## src/rtl/srl_fifo_pkg.sv

```systemverilog
package srl_fifo_pkg;

  // Fill level after one cycle, given accepted write and read.
  function automatic int fill_next(input int fill, input bit wr_ok, input bit rd_ok);
    int r;
    r = fill;
    if (wr_ok && !rd_ok) r = fill + 1;
    if (rd_ok && !wr_ok) r = fill - 1;
    return r;
  endfunction

  // Chain position of the oldest word; position 0 when empty.
  function automatic int oldest_pos(input int fill);
    return (fill == 0) ? 0 : fill - 1;
  endfunction

endpackage

```

## src/rtl/srl_fifo_store.sv

```systemverilog
module srl_fifo_store #(
  parameter int WIDTH = 8,
  parameter int DEPTH = 16,
  localparam int TW = $clog2(DEPTH)
) (
  input  logic             clk,
  input  logic             shift_en,
  input  logic [WIDTH-1:0] wr_word,
  input  logic [TW-1:0]    tap_sel,
  output logic [WIDTH-1:0] rd_word
);

  logic [WIDTH-1:0] chain [DEPTH];

  // No reset on the data chain: only the fill counter defines validity.
  always_ff @(posedge clk) begin
    if (shift_en) begin
      chain[0] <= wr_word;
      for (int i = 1; i < DEPTH; i++) chain[i] <= chain[i-1];
    end
  end

  assign rd_word = chain[tap_sel];

endmodule

```

## src/rtl/srl_fifo_ctrl.sv

```systemverilog
module srl_fifo_ctrl #(
  parameter int DEPTH = 16,
  localparam int CW = $clog2(DEPTH + 1),
  localparam int TW = $clog2(DEPTH)
) (
  input  logic          clk,
  input  logic          rst,
  input  logic          push,
  input  logic          pop,
  output logic          wr_ok,
  output logic          rd_ok,
  output logic [CW-1:0] fill,
  output logic [TW-1:0] tap_sel,
  output logic          is_full,
  output logic          is_empty,
  output logic          ovf_q,
  output logic          udf_q
);
  import srl_fifo_pkg::*;

  logic          ovf_ev;
  logic          udf_ev;
  logic [CW-1:0] fill_d;

  assign is_full  = (fill == CW'(DEPTH));
  assign is_empty = (fill == '0);

  // A read frees a slot in the same cycle, so a full queue may take a write alongside it.
  assign rd_ok  = pop && !is_empty;
  assign wr_ok  = push && (!is_full || rd_ok);
  assign ovf_ev = push && !wr_ok;
  assign udf_ev = pop && is_empty;

  assign fill_d  = CW'(fill_next(int'(fill), wr_ok, rd_ok));
  assign tap_sel = TW'(oldest_pos(int'(fill)));

  always_ff @(posedge clk) begin
    if (rst) begin
      fill  <= '0;
      ovf_q <= 1'b0;
      udf_q <= 1'b0;
    end else begin
      fill  <= fill_d;
      ovf_q <= ovf_ev;
      udf_q <= udf_ev;
    end
  end

endmodule

```

## src/rtl/srl_fifo.sv

```systemverilog
module srl_fifo #(
  parameter int WIDTH = 8,
  parameter int DEPTH = 16,
  localparam int CW = $clog2(DEPTH + 1),
  localparam int TW = $clog2(DEPTH)
) (
  input  logic             clk,
  input  logic             rst,
  input  logic             push,
  input  logic [WIDTH-1:0] din,
  input  logic             pop,
  output logic [WIDTH-1:0] dout,
  output logic             full,
  output logic             empty,
  output logic [CW-1:0]    count,
  output logic             overflow,
  output logic             underflow
);

  logic          push_ok;
  logic          pop_ok;
  logic [TW-1:0] tap_sel;

  srl_fifo_ctrl #(.DEPTH(DEPTH)) u_ctrl (
    .clk      (clk),
    .rst      (rst),
    .push     (push),
    .pop      (pop),
    .wr_ok    (push_ok),
    .rd_ok    (pop_ok),
    .fill     (count),
    .tap_sel  (tap_sel),
    .is_full  (full),
    .is_empty (empty),
    .ovf_q    (overflow),
    .udf_q    (underflow)
  );

  srl_fifo_store #(.WIDTH(WIDTH), .DEPTH(DEPTH)) u_store (
    .clk      (clk),
    .shift_en (push_ok),
    .wr_word  (din),
    .tap_sel  (tap_sel),
    .rd_word  (dout)
  );

endmodule

```

## config.mk

```make
export PLATFORM = sky130hd
export DESIGN_NAME = srl_fifo
export DESIGN_NICKNAME = d
export VERILOG_FILES = /design/src/rtl/srl_fifo_pkg.sv /design/src/rtl/srl_fifo_store.sv /design/src/rtl/srl_fifo_ctrl.sv /design/src/rtl/srl_fifo.sv
export SDC_FILE = /design/constraint.sdc
export NUM_CORES = 1
export LEC_CHECK = 0
export ABC_CLOCK_PERIOD_IN_PS = 8550
export CAP_MARGIN = 20
export CORE_MARGIN = 5
export CORE_UTILIZATION = 25
export CTS_BUF_LIST = sky130_fd_sc_hd__clkbuf_16
export CTS_CLUSTER_SIZE = 14
export DETAILED_ROUTE_END_ITERATION = 16
export DONT_BUFFER_PORTS = 1
export HOLD_SLACK_MARGIN = 0.06
export PLACE_DENSITY = 0.46
export RECOVER_POWER = 100
export SYNTH_ARGS = -nofsm -noshare
export SYNTH_HDL_FRONTEND = slang
export SYNTH_SLANG_ARGS = --single-unit
```

## constraint.sdc

```tcl
create_clock -name clk -period 8.55 [get_ports clk]
set_clock_uncertainty 0.05 [all_clocks]
set_input_delay 0 -clock clk [delete_from_list [all_inputs] [get_ports clk]]
set_output_delay 0 -clock clk [all_outputs]
set_load 0.05 [all_outputs]
```

==> flow_summary.json <==
{
  "r2r_cells": 10,
  "vias": 3395,
  "synthDistinctLibCells": 39,
  "fin_nets": 433,
  "boundaryPins": 29,
  "yosysSeqAreaShare_pct": 69.8,
  "clockBufferDepth": 2,
  "grt_pass1_vias": 3387,
  "die_area_um2": 25900,
  "hold_viol_final": 0,
  "detail_route.vias_per_cell": 4.74,
  "fp.dieH_um": 161,
  "cp.required_ps": 8500,
  "status": "complete, but fails checks",
  "r2r_slack_ps": 3540,
  "cp-start-kind": "flop",
  "postSynthAreaPerCell_um2": 14.0,
  "timing.fmax_ghz": 0.175,
  "synthArstFlopShare_pct": 0,
  "crit_path_max_incr_delay_ps": 1200,
  "drt_iter0_markers": 279,
  "yosysWarnings": 0,
  "antenna_found_initial": 0,
  "grt_pass1_wl_um": 19700,
  "wl_per_cell_um": 17.6,
  "tns_ps": 0,
  "clkTransAtPathRegs_ps": 50,
  "hold_path_depth": 5,
  "timing.final.crit_share_pct": 66.9,
  "cts-root-buf": "clkbuf_16",
  "cts_tree": "done",
  "violations": "capacitance limit, slew limit",
  "grt_use_total_pct": 9.82,
  "synth_top_flop_cell": "edfxtp_1",
  "ant_nets": 0,
  "synth_edf_count": 128,
  "diodes": 0,
  "coreArea_um2": 22600,
  "io_buffers": 0,
  "maxSlewViolCount": 69,
  "rsz0062_at_grt": "false",
  "drive_gt1_share_pct": 10.2,
  "slew_headroom_pct": -39.9,
  "reg2reg_from": "u_ctrl.fill[0]",
  "critPathKind": "reg -> out",
  "crit_chain": "buf_4, inv_1, ha_1, or4b_1, clkinv_1, clkbuf_1, o2bb2ai_1, a31oi_1, o32ai_2",
  "synthToLayoutAreaGrowth_pct": 18.0,
  "grt_overflow": 0,
  "drtPass1Iterations": 4,
  "worst_slew_pin_slew_ps": 2100,
  "die_x_um": 161,
  "drc_errors": 0,
  "cts_buffers": 17,
  "crit_start": "u_ctrl.fill[0]",
  "crit_path_top_delay_cell": "or4b_1",
  "place.gp.congestion": 0.723,
  "cts_sinks": 135,
  "place.detailed.hpwl_um": 6700,
  "cts_resized": 0,
  "setup_violations": 0,
  "rows": 55,
  "min_path_type": "in -> reg",
  "timing.critical_path.to_type": "output port",
  "grt_max_degree": 87,
  "syn_inst": 408,
  "arrival_ps": 5670,
  "clock_latency_ps": 420,
  "synth_seq_cells": 135,
  "period_needed_ps": 5720,
  "routed_wl_um": 12600,
  "synth_nets": 422,
  "hold_start": "push",
  "start_util_pct": 25.3,
  "htree_levels": 4,
  "path_max_fanout": 54,
  "cap_viol_max_count": 2,
  "synthesis.area_um2": 5710
}
[worst max-delay path: cells and delay by family (launching register included)]
kind	cells	cell delay, ps
flops	1	300
fa+ha+maj	1	320
simple gates	1	1200
buf+inv	4	1940
compound gates	3	1440
[registers in the layout, summed over array words and instances, names as in the netlist]
register / count
u_store.chain: 128
u_ctrl.udf_q: 1
u_ctrl.ovf_q: 1
u_ctrl.fill: 5
[layout make-up]
type	instances	area, µm²
flip-flops and latches	135	3980
fillers	2250	15800
clock inverters	14	119
clock buffers	17	425
multi-input cells	236	1610
well taps	285	357
inverters	7	26.3
repair buffers	22	210
[final timing paths]
kind / to
max: dout[3]
min: u_ctrl.fill[1]
max reg2reg: u_ctrl.fill[3]
min reg2reg: u_store.chain[2][3]
[routing by layer]
metal | part of all wire (%) | up-vias | wire (µm) | GRT usage [%]
met1 | 47 | 1708 | 5970 | 12.9
met3 | 4.4 | 11 | 553 | 2.91
met2 | 47 | 72 | 5890 | 15.3
li1 | - | 1604 | - | -
met5 | 0 | - | 0 | 0
met4 | 1.4 | 0 | 182 | 3.84
[cells in the mapped netlist, drive strengths merged (2+ instances only)]
master / n / area, µm²
xnor2: 2 / 17.5
nand2b: 4 / 25.0
o2bb2ai: 25 / 219
clkbuf: 15 / 56.3
a211oi: 10 / 75.1
nand2: 11 / 43.8
inv: 6 / 22.5
o21ai: 16 / 80.1
nor3: 11 / 55.1
o32ai: 8 / 70.1
a2bb2oi: 17 / 149
mux2i: 18 / 180
a31oi: 9 / 56.3
nor2b: 2 / 12.5
ha: 2 / 25.0
edfxtp: 128 / 3840
a21oi: 8 / 40.0
buf: 15 / 93.8
a21boi: 16 / 120
a22oi: 7 / 52.6
o21a: 2 / 15.0
nor2: 56 / 210
dfxtp: 7 / 140
[metrics by stage]
step	utilization (%)	setup WS (ps)	hold WS [ps]	cells	instance area (µm²)
floorplan	-	3300	22.4	408	5710
global placement	26.8	4810	18.7	671	6050
detailed placement	26.8	4790	19.5	671	6050
CTS	29.8	4340	75.8	715	6720
global route	29.8	2350	137	716	6730
finish	29.8	2830	94.7	716	6730
[logic make-up after synthesis]
kind of cell,synth area share [%]
and+or+nand+nor,7.22
xor gates and xnor gates,0.461
adders and majority gates,0.439
DFF,69.8
muxes,3.16
AOI/OAI and AO/OA,15.8
buffers and inverters,3.09
[repair_timing]
item,CTS,global route
buffers inserted,0,0
hold buffers,13,0
endpoints found under the hold margin,51,0
[placed cells by master (no fill, tap or decap), types with 2 or more instances in the layout]
| master | instances |
|---|---|
| edfxtp_1 | 128 |
| nor2_1 | 56 |
| o2bb2ai_1 | 25 |
| a2bb2oi_1 | 17 |
| mux2i_1 | 17 |
| clkbuf_16 | 17 |
| a21boi_0 | 16 |
| o21ai_0 | 16 |
| dlygate4sd3_1 | 13 |
| nor3_1 | 11 |
| nand2_1 | 10 |
| a211oi_1 | 10 |
| a31oi_1 | 9 |
| inv_1 | 8 |
| a21oi_1 | 8 |
| o32ai_2 | 8 |
| a22oi_1 | 7 |
| dfxtp_1 | 7 |
| buf_4 | 6 |
| clkinv_2 | 5 |
| clkinv_1 | 4 |
| nand2b_1 | 4 |
| nor2b_1 | 2 |
| o21a_1 | 2 |
| xnor2_1 | 2 |
| ha_1 | 2 |
| bufinv_16 | 2 |
| clkinvlp_4 | 2 |
| clkbuf_1 | 2 |
Power is left out: the tool's default activity adds up to more than one toggle a clock period on the data nets, which glitch-free logic cannot reach.
